===== config.mk =====
export PLATFORM = sky130hd
export DESIGN_NAME = cv_scan_top
export DESIGN_NICKNAME = d
export VERILOG_FILES = /design/src/rtl/cvs_pkg.sv /design/src/rtl/cvs_spi_rx.sv /design/src/rtl/cvs_regfile.sv /design/src/rtl/cvs_scan.sv /design/src/rtl/cv_scan_top.sv
export SDC_FILE = /design/constraint.sdc
export NUM_CORES = 1
export LEC_CHECK = 0
export BUFFER_PORTS_ARGS = -buffer_cell sky130_fd_sc_hd__buf_2
export CAP_MARGIN = 0
export CELL_PAD_IN_SITES_DETAIL_PLACEMENT = 1
export CELL_PAD_IN_SITES_GLOBAL_PLACEMENT = 2
export CORE_UTILIZATION = 43
export CTS_CLUSTER_DIAMETER = 150
export DETAILED_ROUTE_END_ITERATION = 10
export PLACE_DENSITY = 0.84
export RECOVER_POWER = 25
export SYNTH_ARGS = -nofsm -noshare
export SYNTH_HDL_FRONTEND = slang
export SYNTH_HIERARCHICAL = 1
export SYNTH_SLANG_ARGS = --single-unit

===== constraint.sdc =====
create_clock -name clk -period 2.26 [get_ports clk]
set_input_delay 0.452 -clock clk [delete_from_list [all_inputs] [get_ports clk]]
set_output_delay 0.452 -clock clk [all_outputs]
set_load 0.005 [all_outputs]

===== src/rtl/cvs_pkg.sv =====
package cvs_pkg;
    typedef enum logic [1:0] {
        SC_GAP    = 2'd0,
        SC_LOAD   = 2'd1,
        SC_SETTLE = 2'd2,
        SC_CHARGE = 2'd3
    } scan_state_e;
endpackage


===== src/rtl/cvs_spi_rx.sv =====
module cvs_spi_rx #(
    parameter int ADDR_W = 8,
    parameter int DATA_W = 16
) (
    input  logic              clk,
    input  logic              rst_n,
    input  logic              spi_sclk,
    input  logic              spi_cs_n,
    input  logic              spi_mosi,
    output logic              wr_valid,
    output logic [ADDR_W-1:0] wr_addr,
    output logic [DATA_W-1:0] wr_data
);
    localparam int FRAME_W = ADDR_W + DATA_W;
    localparam int CNT_W   = $clog2(FRAME_W + 2);
    localparam logic [CNT_W-1:0] CNT_MAX = '1;

    typedef struct packed {
        logic [2:0]         sync1;      // {sclk, cs_n, mosi}
        logic [2:0]         sync2;
        logic               sclk_prev;
        logic               cs_prev;
        logic [FRAME_W-1:0] shreg;
        logic [CNT_W-1:0]   cnt;
        logic               wr;
    } rx_t;

    rx_t q, d;

    always_comb begin
        d       = q;
        d.sync1 = {spi_sclk, spi_cs_n, spi_mosi};
        d.sync2 = q.sync1;
        d.sclk_prev = q.sync2[2];
        d.cs_prev   = q.sync2[1];
        d.wr        = 1'b0;
        if (!q.sync2[1]) begin
            if (q.sync2[2] && !q.sclk_prev) begin
                d.shreg = {q.shreg[FRAME_W-2:0], q.sync2[0]};
                if (q.cnt != CNT_MAX) d.cnt = q.cnt + 1'b1;
            end
        end else begin
            d.cnt = '0;
            if (!q.cs_prev) d.wr = (q.cnt == CNT_W'(FRAME_W));
        end
    end

    always_ff @(posedge clk or negedge rst_n) begin
        if (!rst_n) begin
            q         <= '0;
            q.sync1   <= 3'b010;
            q.sync2   <= 3'b010;
            q.cs_prev <= 1'b1;
        end else begin
            q <= d;
        end
    end

    assign wr_valid = q.wr;
    assign wr_addr  = q.shreg[FRAME_W-1 -: ADDR_W];
    assign wr_data  = q.shreg[DATA_W-1:0];
endmodule


===== src/rtl/cvs_regfile.sv =====
module cvs_regfile #(
    parameter int NUM_CH     = 64,
    parameter int VAL_W      = 12,
    parameter int TIME_W     = 8,
    parameter int ADDR_W     = 8,
    parameter int DATA_W     = 16,
    parameter int SETTLE_RST = 4,
    parameter int CHARGE_RST = 8
) (
    input  logic                      clk,
    input  logic                      rst_n,
    input  logic                      wr_valid,
    input  logic [ADDR_W-1:0]         wr_addr,
    input  logic [DATA_W-1:0]         wr_data,
    input  logic [$clog2(NUM_CH)-1:0] rd_idx,
    output logic [VAL_W-1:0]          rd_data,
    output logic [TIME_W-1:0]         settle_cfg,
    output logic [TIME_W-1:0]         charge_cfg
);
    localparam logic [VAL_W-1:0]  MID_SCALE   = VAL_W'(1) << (VAL_W - 1);
    localparam logic [ADDR_W-1:0] SETTLE_ADDR = ADDR_W'(NUM_CH);
    localparam logic [ADDR_W-1:0] CHARGE_ADDR = ADDR_W'(NUM_CH + 1);

    logic [VAL_W-1:0] cv_q [NUM_CH];
    logic             unused_hi;
    assign unused_hi = ^wr_data[DATA_W-1:VAL_W];

    for (genvar g = 0; g < NUM_CH; g++) begin : g_ch
        logic [VAL_W-1:0] cv_d;
        always_comb begin
            cv_d = cv_q[g];
            if (wr_valid && wr_addr == ADDR_W'(g)) cv_d = wr_data[VAL_W-1:0];
        end
        always_ff @(posedge clk or negedge rst_n) begin
            if (!rst_n) cv_q[g] <= MID_SCALE;
            else        cv_q[g] <= cv_d;
        end
    end

    typedef struct packed {
        logic [TIME_W-1:0] settle;
        logic [TIME_W-1:0] charge;
    } tcfg_t;

    tcfg_t t_q, t_d;

    always_comb begin
        t_d = t_q;
        if (wr_valid && wr_addr == SETTLE_ADDR) t_d.settle = wr_data[TIME_W-1:0];
        if (wr_valid && wr_addr == CHARGE_ADDR) t_d.charge = wr_data[TIME_W-1:0];
    end

    always_ff @(posedge clk or negedge rst_n) begin
        if (!rst_n) begin
            t_q.settle <= TIME_W'(SETTLE_RST);
            t_q.charge <= TIME_W'(CHARGE_RST);
        end else begin
            t_q <= t_d;
        end
    end

    assign rd_data    = cv_q[rd_idx];
    assign settle_cfg = t_q.settle;
    assign charge_cfg = t_q.charge;
endmodule


===== src/rtl/cvs_scan.sv =====
module cvs_scan
    import cvs_pkg::*;
#(
    parameter int NUM_MUX = 8,
    parameter int MUX_W   = 3,
    parameter int VAL_W   = 12,
    parameter int TIME_W  = 8,
    parameter int DAC_W   = 16
) (
    input  logic                                    clk,
    input  logic                                    rst_n,
    input  logic [TIME_W-1:0]                       settle_cfg,
    input  logic [TIME_W-1:0]                       charge_cfg,
    input  logic [VAL_W-1:0]                        rd_data,
    output logic [$clog2(NUM_MUX * (1 << MUX_W))-1:0] rd_idx,
    output logic                                    dac_sclk,
    output logic                                    dac_cs_n,
    output logic                                    dac_din,
    output logic [MUX_W-1:0]                        mux_addr,
    output logic [NUM_MUX-1:0]                      mux_en
);
    localparam int NUM_CH = NUM_MUX * (1 << MUX_W);
    localparam int CH_W   = $clog2(NUM_CH);
    localparam int BIT_W  = $clog2(DAC_W);
    localparam logic [CH_W-1:0]  LAST_CH  = CH_W'(NUM_CH - 1);
    localparam logic [BIT_W-1:0] LAST_BIT = BIT_W'(DAC_W - 1);

    typedef struct packed {
        scan_state_e       st;
        logic [CH_W-1:0]   ch;
        logic [BIT_W-1:0]  bit_idx;
        logic              sclk;
        logic [TIME_W-1:0] cnt;
        logic [DAC_W-1:0]  shreg;
    } scan_t;

    scan_t q, d;

    always_comb begin
        d = q;
        unique case (q.st)
            SC_GAP: begin
                d.shreg   = DAC_W'(rd_data);
                d.bit_idx = '0;
                d.sclk    = 1'b0;
                d.st      = SC_LOAD;
            end
            SC_LOAD: begin
                if (!q.sclk) begin
                    d.sclk = 1'b1;
                end else begin
                    d.sclk  = 1'b0;
                    d.shreg = {q.shreg[DAC_W-2:0], 1'b0};
                    if (q.bit_idx == LAST_BIT) begin
                        d.st  = SC_SETTLE;
                        d.cnt = settle_cfg;
                    end else begin
                        d.bit_idx = q.bit_idx + 1'b1;
                    end
                end
            end
            SC_SETTLE: begin
                if (q.cnt == '0) begin
                    d.st  = SC_CHARGE;
                    d.cnt = charge_cfg;
                end else begin
                    d.cnt = q.cnt - 1'b1;
                end
            end
            SC_CHARGE: begin
                if (q.cnt == '0) begin
                    d.st = SC_GAP;
                    d.ch = (q.ch == LAST_CH) ? '0 : q.ch + 1'b1;
                end else begin
                    d.cnt = q.cnt - 1'b1;
                end
            end
            default: d.st = SC_GAP;
        endcase
    end

    always_ff @(posedge clk or negedge rst_n) begin
        if (!rst_n) begin
            q    <= '0;
            q.st <= SC_GAP;
        end else begin
            q <= d;
        end
    end

    assign rd_idx   = q.ch;
    assign dac_sclk = q.sclk;
    assign dac_cs_n = (q.st != SC_LOAD);
    assign dac_din  = (q.st == SC_LOAD) ? q.shreg[DAC_W-1] : 1'b0;
    assign mux_addr = q.ch[MUX_W-1:0];

    for (genvar m = 0; m < NUM_MUX; m++) begin : g_en
        assign mux_en[m] = (q.st == SC_CHARGE) && ((q.ch >> MUX_W) == CH_W'(m));
    end
endmodule


===== src/rtl/cv_scan_top.sv =====
module cv_scan_top #(
    parameter int NUM_MUX    = 8,
    parameter int MUX_W      = 3,
    parameter int VAL_W      = 12,
    parameter int TIME_W     = 8,
    parameter int DAC_W      = 16,
    parameter int ADDR_W     = 8,
    parameter int DATA_W     = 16,
    parameter int SETTLE_RST = 4,
    parameter int CHARGE_RST = 8
) (
    input  logic               clk,
    input  logic               rst_n,
    input  logic               spi_sclk,
    input  logic               spi_cs_n,
    input  logic               spi_mosi,
    output logic               dac_sclk,
    output logic               dac_cs_n,
    output logic               dac_din,
    output logic [MUX_W-1:0]   mux_addr,
    output logic [NUM_MUX-1:0] mux_en
);
    localparam int NUM_CH = NUM_MUX * (1 << MUX_W);
    localparam int CH_W   = $clog2(NUM_CH);

    logic              wr_valid;
    logic [ADDR_W-1:0] wr_addr;
    logic [DATA_W-1:0] wr_data;
    logic [CH_W-1:0]   rd_idx;
    logic [VAL_W-1:0]  rd_data;
    logic [TIME_W-1:0] settle_cfg;
    logic [TIME_W-1:0] charge_cfg;

    cvs_spi_rx #(.ADDR_W(ADDR_W), .DATA_W(DATA_W)) u_rx (
        .clk(clk), .rst_n(rst_n),
        .spi_sclk(spi_sclk), .spi_cs_n(spi_cs_n), .spi_mosi(spi_mosi),
        .wr_valid(wr_valid), .wr_addr(wr_addr), .wr_data(wr_data)
    );

    cvs_regfile #(
        .NUM_CH(NUM_CH), .VAL_W(VAL_W), .TIME_W(TIME_W), .ADDR_W(ADDR_W),
        .DATA_W(DATA_W), .SETTLE_RST(SETTLE_RST), .CHARGE_RST(CHARGE_RST)
    ) u_regs (
        .clk(clk), .rst_n(rst_n),
        .wr_valid(wr_valid), .wr_addr(wr_addr), .wr_data(wr_data),
        .rd_idx(rd_idx), .rd_data(rd_data),
        .settle_cfg(settle_cfg), .charge_cfg(charge_cfg)
    );

    cvs_scan #(
        .NUM_MUX(NUM_MUX), .MUX_W(MUX_W), .VAL_W(VAL_W),
        .TIME_W(TIME_W), .DAC_W(DAC_W)
    ) u_scan (
        .clk(clk), .rst_n(rst_n),
        .settle_cfg(settle_cfg), .charge_cfg(charge_cfg),
        .rd_data(rd_data), .rd_idx(rd_idx),
        .dac_sclk(dac_sclk), .dac_cs_n(dac_cs_n), .dac_din(dac_din),
        .mux_addr(mux_addr), .mux_en(mux_en)
    );
endmodule


==> impl_metrics.tcl, run 1 <==
set metrics [dict create \
    run_status "finished with violations" \
    violations "capacitance limit, slew limit, setup timing" \
    clk_pin_slew_ns 0.06 \
    grt_pass1_wl_um 175000 \
    netlist_instances 2620 \
    critPathLaunchType "register" \
    antenna_left 0 \
    power_density_nw_per_um2 722 \
    path_max_fanout 12 \
    grt.total_usage 0.247 \
    vias_per_cell 5.87 \
    syn_nets 2636 \
    fin_util 0.505 \
    grt_overflow 0 \
    slew_headroom -0.273 \
    grt_max_degree 93 \
    io_pins 19 \
    maxSlewViolCount 34 \
    die_y_um 307 \
    power.total_w 0.0335 \
    antenna_found_initial 4 \
    wire_per_inst_um 28.0 \
    finalSetupViolCount 55 \
    finalCritPeriodShare 1.13 \
    port_buffers 18 \
    crit_chain "buf_12, buf_6, mux4_1, mux4_2, nor2_2, o32ai_1, mux2i_1, o21ai_0" \
    cts_htree_levels 3 \
    layout.nets 2763 \
    clkSinkCount 859 \
    dieArea_um2 94300 \
    routed_wl_um 114000 \
    skew_ns 0.0362 \
    criticalPathCategory "register to register" \
    clk_latency_ns 0.68 \
    drt_iter0_markers 1599 \
    synth_warnings 6 \
    cp_data_required_time_ns 2.80 \
    num_vias 23900 \
    grt_setup_unrepaired "yes" \
    firstDrtPassIters 5 \
    clockRootBuffer "clkbuf_16" \
    cpPeakStageDelay_ns 0.54 \
    dp_slack_ns -0.489 \
    slowest_stage "mux4_1" \
    start_util 0.435 \
    gp_congestion 0.925 \
    grt_pass1_vias 27100 \
    timing.fmax_mhz 391 \
    worst_pin_slew_ns 1.91 \
    die_x_um 307 \
    drcViolationCount 0 \
    peakVddDrop_mv 0.659 \
    layout-drive-gt1-share 0.563 \
    syn_area_per_cell_um2 15.3 \
    setup_slack_ns -0.298 \
    hold_viol 0 \
    hold_class "register to register" \
    syn_to_final_growth_pct 16.0 \
    place_hpwl_um 73500 \
    syn-cell-area_um2 40000 \
    period_needed_ns 2.56 \
    leakage_nw 21.9 \
    coreArea_um2 91900 \
    path_buf_inv 2 \
    fin_area_um2 46400 \
    placementRows 111 \
    hold-worst-slack_ns 0.347 \
    clockBufferDepth 3 \
    cts_tree "built" \
    cts_buffers 93 \
    placed_area_um2 42600 \
    crit_family "multiplexers" \
    cp-end-kind "register" \
    cp_data_arrival_time_ns 3.10 \
    maxCapViolations 1 \
]
-- repair_timing --
action | in CTS | in global routing
pin swaps | 4 | 3
endpoints found under the hold margin | 24 | 0
gates cloned | 3 | 2
setup buffers | 17 | 12
setup endpoints to repair | 38 | 18
resized for setup | 70 | 42
hold buffers | 4 | 0
-- stage by stage --
| step | setup TNS, ns | cells |
|---|---|---|
| 2_1_floorplan | -0.0299 | 2620 |
| 3_3_place_gp | -4.65 | 3859 |
| 3_5_place_dp | -5.12 | 3859 |
| 4_1_cts | -2.98 | 4055 |
| 5_1_grt | -22.38 | 4068 |
| 6_report | -4.52 | 4071 |
-- worst paths after layout --
check / startpoint / endpoint / slack, ns / depth (start not counted)
max: u_scan/rd_idx[0]$_DFFE_PN0P_ / u_scan/q[3]$_DFFE_PN0P_ / -0.30 / 8
min: u_rx/d[32]$_DFF_PN0_ / u_rx/q[32]$_DFF_PN0_ / 0.35 / 0
max reg2reg: u_scan/rd_idx[0]$_DFFE_PN0P_ / u_scan/q[3]$_DFFE_PN0P_ / -0.30 / 8
min reg2reg: u_rx/d[32]$_DFF_PN0_ / u_rx/q[32]$_DFF_PN0_ / 0.35 / 0
max in group asynchronous: rst_n / u_regs/cv_q[345]$_DFFE_PN0P_ / -0.04 / 3
min in group asynchronous: rst_n / u_regs/cv_q[242]$_DFFE_PN0P_ / 0.87 / 2
-- registers in the layout, summed over array words and instances (netlist names) --
signal,count
u_rx/wr_valid,1
u_regs/charge_cfg,8
u_scan/rd_idx,6
u_scan/q,30
u_scan/dac_sclk,1
u_regs/settle_cfg,8
u_rx/wr_addr,8
u_regs/cv_q,768
u_rx/d,5
u_rx/wr_data,16
u_rx/q,8
-- cell usage in the layout (no fill, tap or decap), drive strengths merged, types with 17 or more instances in the layout --
master  instances
nor2           84
mux2          812
nand2          69
buf           278
clkbuf        153
nor3           17
mux4          201
o221ai         19
nor2b          17
o21ai          38
dfstp          69
clkinv         23
dfrtp         790
mux2i          53
-- final cells by class --
class	count	area (um2)
clock inverters	34	397
repair buffers	297	2920
well taps	1243	1560
multi-input cells	1483	17100
inverters	13	50.0
fillers	8748	45500
clock buffers	139	2740
diodes	3	7.51
flip-flops and latches	859	21600
-- worst reg2reg max path, cell delays in order (launching register included) --
cell and delay [ns]:
dfrtp_4 0.53, buf_12 0.19, buf_6 0.13, mux4_1 0.54, mux4_2 0.54, nor2_2 0.12, o32ai_1 0.09, mux2i_1 0.18
o21ai_0 0.10
-- where the power goes --
group / internal, W / switching (W) / total [W]
logic: 0.000418 / 0.00168 / 0.00210
clock network: 0.00911 / 0.00638 / 0.0155
registers: 0.0155 / 0.000426 / 0.0159
total: 0.0250 / 0.00849 / 0.0335
-- layer usage --
metal  vias to the layer above  track usage  share of wire  wire, um
met4                         0       0.0951          0.036      4070
met1                     13200        0.321           0.43     48500
li1                       9920            -              -         -
met3                       215       0.0373          0.040      4590
met2                       569        0.416           0.50     56900
met5                         -            0              0         0
Power figures use the tool's default switching activity.
==> run 2: changes to the inputs <==
- TNS_END_PERCENT: default -> 50
- clock period: 2.26 -> 2.31 ns (I/O delays scaled with it)
==> run 2 against run 1 <==
The flow finishes with violations (setup timing). Clock skew increased by 0.0074 ns. Non-clock buffer count fell by 7. Maximum frequency down 4.3%. Flip-flop and latch count unchanged. Critical path type unchanged. Largest cell class unchanged. Highest routed layer is now met5.
==> impl_metrics.tcl, run 2 (synthesized netlist as in run 1, its figures left out) <==
set metrics [dict create \
    run_status "finished with violations" \
    violations "setup timing" \
    critPathLaunchType "register" \
    clockBufferDepth 3 \
    cp_data_arrival_time_ns 3.23 \
    antenna_found_initial 2 \
    path_max_fanout 8 \
    hold_class "register to register" \
    grt_overflow 0 \
    layout.nets 2756 \
    grt_pass1_wl_um 172000 \
    hold_viol 0 \
    num_vias 23800 \
    skew_ns 0.0436 \
    final_common_cell "mux2_2" \
    routed_wl_um 111000 \
    placed_area_um2 42800 \
    clk_latency_ns 0.68 \
    start_util 0.435 \
    cts_buffers 93 \
    worstReg2RegEnd "u_scan/q[9]$_DFFE_PN0P_" \
    clockRootBuffer "clkbuf_16" \
    hold_depth 0 \
    n_fill_cell 8752 \
    clkSinkCount 859 \
    crit_family "multiplexers" \
    antenna_left 0 \
    cp-end-kind "register" \
    place_hpwl_um 70900 \
    grt_max_degree 96 \
    gp_congestion 0.880 \
    cts_tree "built" \
    timing.fmax_mhz 374 \
    layout_common_cells "mux2_2, dfrtp_1, buf_4" \
    maxCapViolations 0 \
    syn_to_final_growth_pct 16.4 \
    reg2reg_depth 9 \
    r2r_slack_ns -0.36 \
    grt_pass1_vias 26900 \
    drt_iter0_markers 1433 \
    largest_reg_flops 768 \
    vias_per_cell 5.87 \
    wire_per_inst_um 27.4 \
    port_buffers 18 \
    hold_end "u_rx/q[32]$_DFF_PN0_" \
    crit_chain "buf_12, buf_12, buf_12, mux4_2, mux4_2, nor2_2, o32ai_2, mux2i_1, o21ai_1" \
    dieArea_um2 94300 \
    dp_slack_ns -0.422 \
    setup_slack_ns -0.362 \
    period_needed_ns 2.67 \
    firstDrtPassIters 5 \
    drcViolationCount 0 \
    criticalPathCategory "register to register" \
    coreArea_um2 91900 \
    power.total_w 0.0338 \
    finalCritPeriodShare 1.16 \
    peakVddDrop_mv 0.531 \
    r2r_start "u_scan/rd_idx[0]$_DFFE_PN0P_" \
    slew_headroom 0.0336 \
    hp-start "u_rx/d[32]$_DFF_PN0_" \
    crit_path_start "u_scan/rd_idx[0]$_DFFE_PN0P_" \
    path_buf_inv 3 \
    layout-drive-gt1-share 0.553 \
    leakage_nw 21.9 \
    grt_setup_unrepaired "yes" \
    worst_pin_slew_ns 1.45 \
    cpMostUsedCell "buf_12" \
    power_density_nw_per_um2 725 \
    cp_data_required_time_ns 2.86 \
    clk_pin_slew_ns 0.06 \
    placementRows 111 \
    cts_htree_levels 3 \
    finalSetupViolCount 33 \
    io_pins 19 \
    die_x_um 307 \
    slowest_stage "mux4_2" \
    regMostFlops "u_regs/cv_q" \
    die_y_um 307 \
    cpPeakStageDelay_ns 0.55 \
    grt.total_usage 0.241 \
    fin_area_um2 46600 \
    maxSlewViolCount 0 \
]
[run 2: repair_timing]
| action | CTS | global route |
|---|---|---|
| gates resized for setup | 53 | 42 |
| setup endpoints to repair | 24 | 21 |
| endpoints found under the hold margin | 24 | 0 |
| pin swaps | 5 | 10 |
| hold buffers | 4 | 0 |
| cloned | 0 | 1 |
| setup buffers | 6 | 5 |
[run 2: cell type report]
cell class / count / area (um2) / share of cell area
Sequential cell: 859 / 21600 / 0.464
Multi-Input combinational cell: 1483 / 17100 / 0.368
Timing Repair Buffer: 290 / 2880 / 0.0618
Clock buffer: 143 / 2680 / 0.0574
Tap cell: 1243 / 1560 / 0.0334
Clock inverter: 33 / 659 / 0.0142
Inverter: 13 / 55.1 / 0.00118
Antenna cell: 1 / 2.50 / 0.0000537
[run 2: worst max-delay path by stage]
stage	end	slack [ns]	depth (start not counted)
after floorplan	u_scan/q[0]$_DFFE_PN0P_	0.02	9
after global placement	u_scan/q[1]$_DFFE_PN0P_	-0.43	8
after detailed placement	u_scan/q[11]$_DFFE_PN0P_	-0.42	9
after CTS	u_scan/q[9]$_DFFE_PN0P_	-0.28	9
after global routing	u_scan/q[0]$_DFFE_PN0P_	-0.40	9
final	u_scan/q[9]$_DFFE_PN0P_	-0.36	9
[run 2: through the flow]
stage / hold slack (ns) / instances / utilization / TNS, ns
floorplan: 0.166 / 2620 / - / 0
global placement: 0.340 / 3872 / 0.466 / -4.05
detailed placement: 0.340 / 3872 / 0.466 / -4.39
CTS: 0.307 / 4058 / 0.505 / -3.15
global route: 0.367 / 4064 / 0.507 / -70.42
finish: 0.349 / 4065 / 0.507 / -3.62
[run 2: per-layer routing]
layer	up-vias	wire [um]	global-route usage	share of wire
li1	9933	-	-	-
met1	13200	47300	0.319	0.42
met2	553	55800	0.408	0.50
met3	187	4470	0.0340	0.040
met4	2	3870	0.0838	0.035
met5	-	13	0	0.00012
[run 2: report_power, final]
| part | switching (W) | internal, W | total [W] |
|---|---|---|---|
| Clock | 0.00637 | 0.00973 | 0.0161 |
| Combinational | 0.00171 | 0.000423 | 0.00214 |
| Sequential | 0.000386 | 0.0151 | 0.0155 |
[run 2: worst register-to-register path, stage by stage, from the launching register on]
cell and delay [ns]:
dfrtp_4 0.50, buf_12 0.18, buf_12 0.16, buf_12 0.12, mux4_2 0.49, mux4_2 0.55, nor2_2 0.16, o32ai_2 0.09
mux2i_1 0.18, o21ai_1 0.11
